===== config.mk =====
export PLATFORM = sky130hd
export DESIGN_NAME = poll_arbiter
export DESIGN_NICKNAME = d
export VERILOG_FILES = /design/src/rtl/poll_arb_pkg.sv /design/src/rtl/poll_order_table.sv /design/src/rtl/poll_ctrl.sv /design/src/rtl/poll_agent.sv /design/src/rtl/poll_arbiter.sv
export SDC_FILE = /design/constraint.sdc
export NUM_CORES = 1
export LEC_CHECK = 0
export BUFFER_PORTS_ARGS = -buffer_cell sky130_fd_sc_hd__buf_4
export CORE_UTILIZATION = 58
export DETAILED_ROUTE_END_ITERATION = 6
export MAX_ROUTING_LAYER = met4
export PLACE_DENSITY = 0.8
export SLEW_MARGIN = 15
export SYNTH_ARGS = -nofsm -noshare
export SYNTH_HDL_FRONTEND = slang
export SYNTH_SLANG_ARGS = --single-unit

===== constraint.sdc =====
create_clock -name clk -period 3.19 [get_ports clk]
set_input_delay 0.1595 -clock clk [delete_from_list [all_inputs] [get_ports clk]]
set_output_delay 0.1595 -clock clk [all_outputs]
set_load 0.01 [all_outputs]

===== src/rtl/poll_arb_pkg.sv =====
package poll_arb_pkg;

  typedef enum logic [1:0] {
    S_IDLE = 2'd0,
    S_POLL = 2'd1,
    S_HOLD = 2'd2
  } ctrl_state_t;

endpackage


===== src/rtl/poll_order_table.sv =====
module poll_order_table #(
  parameter int DEPTH = 8,
  parameter int AW    = 3
) (
  input  logic          clk,
  input  logic          rst,
  input  logic          we_i,
  input  logic          wr_ok_i,
  input  logic [AW-1:0] wr_idx_i,
  input  logic [AW-1:0] wr_val_i,
  input  logic [AW-1:0] rd_idx_i,
  output logic [AW-1:0] rd_val_o
);

  logic [AW-1:0] mem [DEPTH];

  always_ff @(posedge clk) begin
    if (rst) begin
      for (int i = 0; i < DEPTH; i++) mem[i] <= AW'(i);
    end else if (we_i && wr_ok_i) begin
      mem[wr_idx_i] <= wr_val_i;
    end
  end

  assign rd_val_o = mem[rd_idx_i];

endmodule


===== src/rtl/poll_ctrl.sv =====
module poll_ctrl
  import poll_arb_pkg::*;
#(
  parameter int N_MST = 8,
  parameter int AW    = 3
) (
  input  logic          clk,
  input  logic          rst,
  input  logic          any_req_i,
  input  logic          claim_i,
  input  logic          busy_i,
  input  logic [AW-1:0] tbl_val_i,
  output logic [AW-1:0] tbl_idx_o,
  output logic          wr_ok_o,
  output logic [AW-1:0] poll_addr_o,
  output logic          poll_vld_o
);

  localparam logic [AW-1:0] LAST = AW'(N_MST - 1);

  ctrl_state_t   st_q;
  logic [AW-1:0] ptr_q;
  logic [AW-1:0] ptr_nxt;

  assign ptr_nxt   = (ptr_q == LAST) ? '0 : ptr_q + AW'(1);
  assign tbl_idx_o = (st_q == S_IDLE) ? ptr_q : ptr_nxt;
  assign wr_ok_o   = (st_q == S_IDLE);

  always_ff @(posedge clk) begin
    if (rst) begin
      st_q        <= S_IDLE;
      ptr_q       <= '0;
      poll_addr_o <= '0;
      poll_vld_o  <= 1'b0;
    end else begin
      case (st_q)
        S_IDLE: begin
          if (any_req_i) begin
            st_q        <= S_POLL;
            poll_addr_o <= tbl_val_i;
            poll_vld_o  <= 1'b1;
          end
        end
        S_POLL: begin
          if (claim_i) begin
            st_q       <= S_HOLD;
            poll_vld_o <= 1'b0;
          end else begin
            ptr_q <= ptr_nxt;
            if (any_req_i) begin
              poll_addr_o <= tbl_val_i;
            end else begin
              st_q       <= S_IDLE;
              poll_vld_o <= 1'b0;
            end
          end
        end
        S_HOLD: begin
          if (!busy_i) begin
            ptr_q <= ptr_nxt;
            if (any_req_i) begin
              st_q        <= S_POLL;
              poll_addr_o <= tbl_val_i;
              poll_vld_o  <= 1'b1;
            end else begin
              st_q <= S_IDLE;
            end
          end
        end
        default: st_q <= S_IDLE;
      endcase
    end
  end

  // poll address frozen and strobe off while the bus is held
  a_r5_frozen_poll: assert property (@(posedge clk) disable iff (rst)
    (st_q == S_HOLD && busy_i) |=> ($stable(poll_addr_o) && !poll_vld_o));

  // no strobe one cycle after an idle cycle with no request
  a_r2_idle_quiet: assert property (@(posedge clk) disable iff (rst)
    (st_q == S_IDLE && !any_req_i) |=> !poll_vld_o);

endmodule


===== src/rtl/poll_agent.sv =====
module poll_agent #(
  parameter int ID = 0,
  parameter int AW = 3
) (
  input  logic          clk,
  input  logic          rst,
  input  logic [AW-1:0] poll_addr_i,
  input  logic          poll_vld_i,
  input  logic          req_i,
  input  logic          busy_i,
  output logic          claim_o,
  output logic          own_o
);

  logic hit;

  assign hit     = poll_vld_i && (poll_addr_i == AW'(ID));
  assign claim_o = hit && req_i && !busy_i;

  always_ff @(posedge clk) begin
    if (rst) own_o <= 1'b0;
    else     own_o <= claim_o || (own_o && req_i);
  end

  // ownership only begins after a live poll of this identity while requesting
  a_r4_own_from_poll: assert property (@(posedge clk) disable iff (rst)
    $rose(own_o) |-> $past(hit && req_i));

  // ownership ends the cycle after the request falls
  a_r6_release: assert property (@(posedge clk) disable iff (rst)
    (own_o && !req_i) |=> !own_o);

endmodule


===== src/rtl/poll_arbiter.sv =====
module poll_arbiter #(
  parameter int N_MST = 8,
  parameter int AW    = (N_MST > 1) ? $clog2(N_MST) : 1
) (
  input  logic             clk,
  input  logic             rst,
  input  logic [N_MST-1:0] mst_req_i,
  input  logic             cfg_we_i,
  input  logic [AW-1:0]    cfg_idx_i,
  input  logic [AW-1:0]    cfg_val_i,
  output logic [AW-1:0]    poll_addr_o,
  output logic             poll_vld_o,
  output logic             bus_busy_o,
  output logic [N_MST-1:0] grant_o
);

  logic             any_req;
  logic [N_MST-1:0] claim;
  logic [N_MST-1:0] own;
  logic [AW-1:0]    tbl_idx;
  logic [AW-1:0]    tbl_val;
  logic             wr_ok;

  assign any_req    = |mst_req_i;
  assign bus_busy_o = |own;
  assign grant_o    = own;

  poll_order_table #(.DEPTH(N_MST), .AW(AW)) u_tbl (
    .clk      (clk),
    .rst      (rst),
    .we_i     (cfg_we_i),
    .wr_ok_i  (wr_ok),
    .wr_idx_i (cfg_idx_i),
    .wr_val_i (cfg_val_i),
    .rd_idx_i (tbl_idx),
    .rd_val_o (tbl_val)
  );

  poll_ctrl #(.N_MST(N_MST), .AW(AW)) u_ctrl (
    .clk         (clk),
    .rst         (rst),
    .any_req_i   (any_req),
    .claim_i     (|claim),
    .busy_i      (bus_busy_o),
    .tbl_val_i   (tbl_val),
    .tbl_idx_o   (tbl_idx),
    .wr_ok_o     (wr_ok),
    .poll_addr_o (poll_addr_o),
    .poll_vld_o  (poll_vld_o)
  );

  for (genvar g = 0; g < N_MST; g++) begin : g_agent
    poll_agent #(.ID(g), .AW(AW)) u_agent (
      .clk         (clk),
      .rst         (rst),
      .poll_addr_i (poll_addr_o),
      .poll_vld_i  (poll_vld_o),
      .req_i       (mst_req_i[g]),
      .busy_i      (bus_busy_o),
      .claim_o     (claim[g]),
      .own_o       (own[g])
    );
  end

  // at most one owner at any time
  a_r4_single_owner: assert property (@(posedge clk) disable iff (rst)
    $onehot0(grant_o));

  // no live poll while the bus is owned
  a_r5_no_strobe_busy: assert property (@(posedge clk) disable iff (rst)
    bus_busy_o |-> !poll_vld_o);

endmodule


# Yosys cells after proc, flatten, opt, wreduce, memory -nomap -nowiden
# Memories as Yosys holds them, arrays and structs flattened.
# Cells that the tools add are included.
# totals
input_bits,17
output_inout_bits,13
wordCells,110
register_bits,17
ram_bits,24
memories,1
# memory_table
name,words,width,rd,rd_ports_with_merged_regs,wr,line_no,rtl
u_tbl.mem,8,3,1,0,8,poll_order_table.sv:15,logic [AW-1:0] mem [DEPTH];
# op_classes
n_reduce_logical,54
addsub,1
n_mux,28
eq_ne,14
# ops
op,n
logical AND 1 bit,33
2-to-1 mux 3 bit,9
OR reduction 8 bit,3
"equality test 3 bit, second input constant",5
AND reduction 3 bit,4
2-to-1 mux 1 bit,11
one-hot mux 3 bit (3 select lines),1
logical OR 1 bit,8
2-to-1 mux 2 bit,4
"equality test 3 x 2 -> 1 bit, second input constant",2
"inequality test 2 bit, second input constant",3
one-hot mux 2 bit (3 select lines),1
one-hot mux 3 bit (2 select lines),1
"adder 3 x 1 -> 3 bit, second input constant",1
"equality test 3 x 1 -> 1 bit, second input constant",1
zero test 3 bit,1
"inequality test 3 x 2 -> 1 bit, second input constant",1
one-hot mux 1 bit (3 select lines),1
nonzero test 3 bit,1
OR reduction 3 bit,1
"equality test 2 x 1 -> 1 bit, second input constant",1
"equality test 2 bit, second input constant",1
zero test 2 bit,1
nonzero test 2 bit,1
zero test 1 bit,1

# Depth between registers and ports, before layout
# depth
ltp_word,7
ltp_mapped,9
ltp_nobuf,7

# By module
# Synthesis repeated with hierarchy kept, for this count alone.
# unflattened
cells_unflattened,190
area_unflattened_um2,2193.4
# modules_own_cells
module,instances,area_each_um2,cells_each
poll_order_table,1,1199.9,78
poll_ctrl,1,494.2,54
poll_agent (g_agent[5].u_agent ...),2,61.3,6
poll_agent (g_agent[1].u_agent ...),2,50.0,6
poll_agent (g_agent[4].u_agent),1,68.8,7
poll_agent (g_agent[7].u_agent),1,58.8,6
poll_agent (g_agent[0].u_agent),1,52.6,6
poll_arbiter,1,48.8,9
poll_agent (g_agent[3].u_agent),1,47.5,6

# Worst setup path before layout
# Ideal clock, no wire load.
# synth_timing
path_kind,register to register
startpoint,register u_ctrl.ptr_q[0]
endpoint,register u_ctrl.poll_addr_o[2]
arrival_ns,2.022
required_ns,3.059
slack_ns,1.037
path_stages_with_launch,10
path_cell_list,dfxtp_1 -> ha_1 -> ha_1 -> or2_2 -> clkbuf_1 -> o21a_4 -> buf_6 -> mux2_1 -> o211ai_1 -> a311oi_1
# synth_between
elab_chain_len,7
elab_cells_between_ends,9
cone_classes,add/sub: 1; eq/ne: 1; mux: 6; memory: 1
# synth_rtl
element,line_no,rtl
start: declaration,poll_ctrl.sv:22,logic [AW-1:0] ptr_q;
start signal: assignment,poll_ctrl.sv:49,ptr_q <= ptr_nxt;
start signal: assignment,poll_ctrl.sv:60,ptr_q <= ptr_nxt;
adder 3 x 1 -> 3 bit or equality test 3 bit (tied branches),poll_ctrl.sv:25,assign ptr_nxt = (ptr_q == LAST) ? '0 : ptr_q + AW'(1);
2-to-1 mux 3 bit,poll_ctrl.sv:25,
2-to-1 mux 3 bit *,poll_ctrl.sv:26,assign tbl_idx_o = (st_q == S_IDLE) ? ptr_q : ptr_nxt;
memory (8 x 3 bit) *,-,
2-to-1 mux 3 bit *,"poll_ctrl.sv:38, poll_ctrl.sv:50, poll_ctrl.sv:61",
"2-to-1 mux 3 bit, on equally long branches","poll_ctrl.sv:59, poll_ctrl.sv:45",
one-hot mux 3 bit (3 select lines) *,poll_ctrl.sv:36,case (st_q)
end signal: assignment,poll_ctrl.sv:40,poll_addr_o <= tbl_val_i;
end signal: assignment,poll_ctrl.sv:51,poll_addr_o <= tbl_val_i;
end signal: assignment,poll_ctrl.sv:63,poll_addr_o <= tbl_val_i;
end: declaration,poll_ctrl.sv:15,"output logic [AW-1:0] poll_addr_o,"
# Mark *: on every way between the ends. The rest lies on a longest branch, timed or not. The select of a mux whose other input is x is not followed.
# A chain may end at the register's enable or synchronous reset.

# Worst setup path after layout
# layout_timing
startpoint,register u_ctrl.ptr_q[0]
endpoint,register u_ctrl.poll_addr_o[0]
# The elaborated chain is that of the path after synthesis.

==> reports/metrics.yaml <==
finish:
  final.fill_count: 280
  finalNetCount: 264
  drive_above_1_share_pct: 22.8
  area_delta_synth_final_pct: 10.6
  diodes: 0
clocking:
  path_clk_slew_ns: 0.08
  insertion_delay_ns: 0.28
  cts-root-buf: "clkbuf_8"
  cts_buffer_depth: 2
  cts.sinks: 41
  cts_setup_buffers: 0
  h-tree-depth: 2
  cts_hold_repair.buffers: 0
  postCtsResizedCells: 0
  tritoncts: "done"
  numCtsBuffers: 5
worst_setup_path:
  cp-startpoint: "u_ctrl.ptr_q[0]"
  arrival_ns: 2.32
  slowest_stage: "dfxtp_1"
  critPathMaxStageDelay_ns: 0.35
  path_class: "flip-flop to flip-flop"
  r2r-end: "u_ctrl.poll_addr_o[0]"
  crit_path_start_kind: "flip-flop"
  rrSetupSlack_ns: 1.03
  crit_fanout: 12
  reg2reg_from: "u_ctrl.ptr_q[0]"
  worstPathCellList: "ha_1, ha_1, or2_2, o21a_4, mux2_4, o211ai_1, a311oi_1"
  r2r.worst_path.cells: 7
  end_kind: "flip-flop"
  crit_end: "u_ctrl.poll_addr_o[0]"
  cpMostUsedCell: "ha_1"
  worstPathRequired_ns: 3.35
floorplanning:
  io_pins: 30
  die_y_um: 65.6
  core_area_um2: 3770
  start_util_pct: 62.1
  rows: 22
  die_x_um: 65.6
  dieArea_um2: 4300
timing:
  hold_ws_ns: 0.160
  period_share_pct: 67.6
  max_freq_ghz: 0.464
  tns_ns: 0
  min_period_ns: 2.16
  slew_headroom_pct: 45.3
  rsz0062_at_grt: "false"
  fin_skew_ns: 0.00277
  setup_viol: 0
  worstMarginPinSlew_ns: 0.798
  finalHoldViolations: 0
  slew_violations: 0
place:
  hpwl_um: 3250
  port_buffers: 29
  gp_congestion: 0.842
global_route:
  grt_usage_pct: 23.4
  grt_pass1_wl_um: 7320
  grt_overflow_total: 0
  grt_max_degree: 29
  grt_pass1_vias: 1615
  antenna_found_initial: 0
power:
  power_frac_clock_pct: 23.3
  leakagePower_nw: 0.928
  switchingPower_mw: 0.592
  p_total_mw: 1.72
  swShare_pct: 34.4
  power.density_nw_per_um2: 665
  internal_power_mw: 1.13
  p_comb_share_pct: 36.4
  ir_drop_v: 0.000362
  seq_power_share_pct: 40.3
drt:
  drc: 0
  firstDrtPassIters: 5
  vias_per_cell: 5.97
  via_count: 1755
  totalWireLength_um: 4380
  drt_iter0_drc: 201
  ant_nets: 0
  routedWlPerCell_um: 14.9
flow_run:
  drv_cap: 0
synthesis:
  synthesis.nets: 250
  synthArstFlopShare_pct: 0
  synth_edf_count: 24
  ys_ff_latch: 41
  syn_inst: 231
  yosys_warnings: 0
  synth-main-ff-cell: "edfxtp_1"
  postSynthAreaPerCell_um2: 10.1
  ys_seq_area_share_pct: 45.3
  synth_cell_type_count: 45
  synth_area_um2: 2340
worst_hold_path:
  hold_path_class: "input pin to flip-flop"
run_status:
  status: "finished, final reports clean"
## how the worst min path moves through the flow
stage	slack (ns)	cells past startpoint	endpoint	startpoint
2_1_floorplan	0.33	1	g_agent[1].u_agent.own_o	mst_req_i[1]
5_1_grt	0.16	2	g_agent[3].u_agent.own_o	mst_req_i[3]
4_1_cts	0.16	2	g_agent[7].u_agent.own_o	mst_req_i[7]
3_3_place_gp	0.45	2	u_tbl.mem[2][2]	cfg_val_i[2]
3_5_place_dp	0.46	2	u_tbl.mem[4][1]	cfg_val_i[1]
6_report	0.16	2	g_agent[7].u_agent.own_o	mst_req_i[7]
## cell usage after synthesis (all sizes together), types with 2 or more instances
master / number / area, um^2
ha: 2 / 25.0
nor2b: 5 / 31.3
and2: 6 / 37.5
o31ai: 3 / 22.5
or2: 9 / 56.3
nand3: 4 / 20.0
nor2: 9 / 36.3
clkbuf: 6 / 22.5
a311oi: 3 / 26.3
buf: 16 / 118
nor3: 5 / 30.0
a21oi: 9 / 45.0
o22a: 3 / 26.3
mux2i: 5 / 50.1
nand4b: 3 / 26.3
nor3b: 10 / 75.1
or4: 2 / 15.0
o41ai: 2 / 17.5
o221a: 2 / 22.5
mux2: 7 / 86.3
a31oi: 2 / 12.5
dfxtp: 17 / 340
nand2b: 12 / 75.1
inv: 15 / 56.3
o211ai: 19 / 143
o21ai: 4 / 20.0
edfxtp: 24 / 721
nor4: 8 / 50.1
or3b: 2 / 17.5
nand2: 9 / 33.8
## layout by cell type, fill, tap and decap left out, drive strengths merged, types with 6 or more instances in the layout
| cell | synthesis | layout |
|---|---|---|
| o211ai | 19 | 19 |
| buf | 16 | 29 |
| edfxtp | 24 | 24 |
| nor4 | 8 | 8 |
| nand2 | 9 | 9 |
| mux2 | 7 | 7 |
| nor3b | 10 | 10 |
| or2 | 9 | 9 |
| dfxtp | 17 | 17 |
| inv | 15 | 15 |
| nor2 | 9 | 9 |
| a21oi | 9 | 9 |
| and2 | 6 | 6 |
| nand2b | 12 | 12 |
## power groups by stage
stage / clock (mW) / sequential (mW) / combinational, mW
after detailed placement: 0 / 0.703 / 0.622
after global placement: 0 / 0.702 / 0.610
final: 0.401 / 0.694 / 0.627
after global routing: 0.425 / 0.704 / 0.700
after CTS: 0.405 / 0.691 / 0.627
after floorplan: 0 / 0.658 / 0.561
## registers in the layout, indices dropped and copies added (netlist names)
name,cells
u_ctrl.poll_vld_o,1
u_ctrl.st_q,2
u_tbl.mem,24
g_agent.u_agent.own_o,8
u_ctrl.ptr_q,3
u_ctrl.poll_addr_o,3
## area by class of cell
type	count	area, um^2	share of cell area (%)
Clock inverter	3	41.3	1.59
Sequential cell	41	1060	41.0
Clock buffer	5	68.8	2.66
Inverter	15	56.3	2.17
Tap cell	48	60.1	2.32
Multi-Input combinational cell	153	1080	41.9
Timing Repair Buffer	29	218	8.41
## through the flow
step / setup WS (ns) / util, % / instance area (um^2) / std cells
final: 1.03 / 68.7 / 2590 / 294
after global routing: 0.819 / 68.7 / 2590 / 294
after CTS: 1.04 / 68.7 / 2590 / 294
after floorplan: 1.04 / - / 2340 / 231
after detailed placement: 1.06 / 65.8 / 2480 / 286
after global placement: 1.08 / 65.8 / 2480 / 286
## per-layer routing
layer	GRT usage (%)	wire length, um	up-vias
li1	-	-	882
met1	28.0	1890	811
met2	38.9	2220	58
met3	3.99	219	4
met4	9.78	49	0
met5	-	0	-
## worst max-delay path, delay by kind of cell (launching register included)
kind | cells | cell delay [ns]
mux | 1 | 0.32
flops | 1 | 0.35
simple gates | 1 | 0.35
compound gates | 3 | 0.57
fa+ha+maj | 2 | 0.43
## logic make-up (layout without fill, tap and decap cells)
| logic type | after synthesis | count (layout) | synth area share, % |
|---|---|---|---|
| AO/OA/AOI/OAI | 52 | 52 | 16.6 |
| buffers and inverters | 37 | 52 | 8.39 |
| flip-flops | 41 | 41 | 45.3 |
| multiplexers | 12 | 12 | 5.82 |
| adder cells (fa/ha/maj) | 2 | 2 | 1.07 |
| AND/OR/NAND/NOR | 87 | 87 | 22.9 |
No activity file was read; power rests on OpenSTA's default activity.
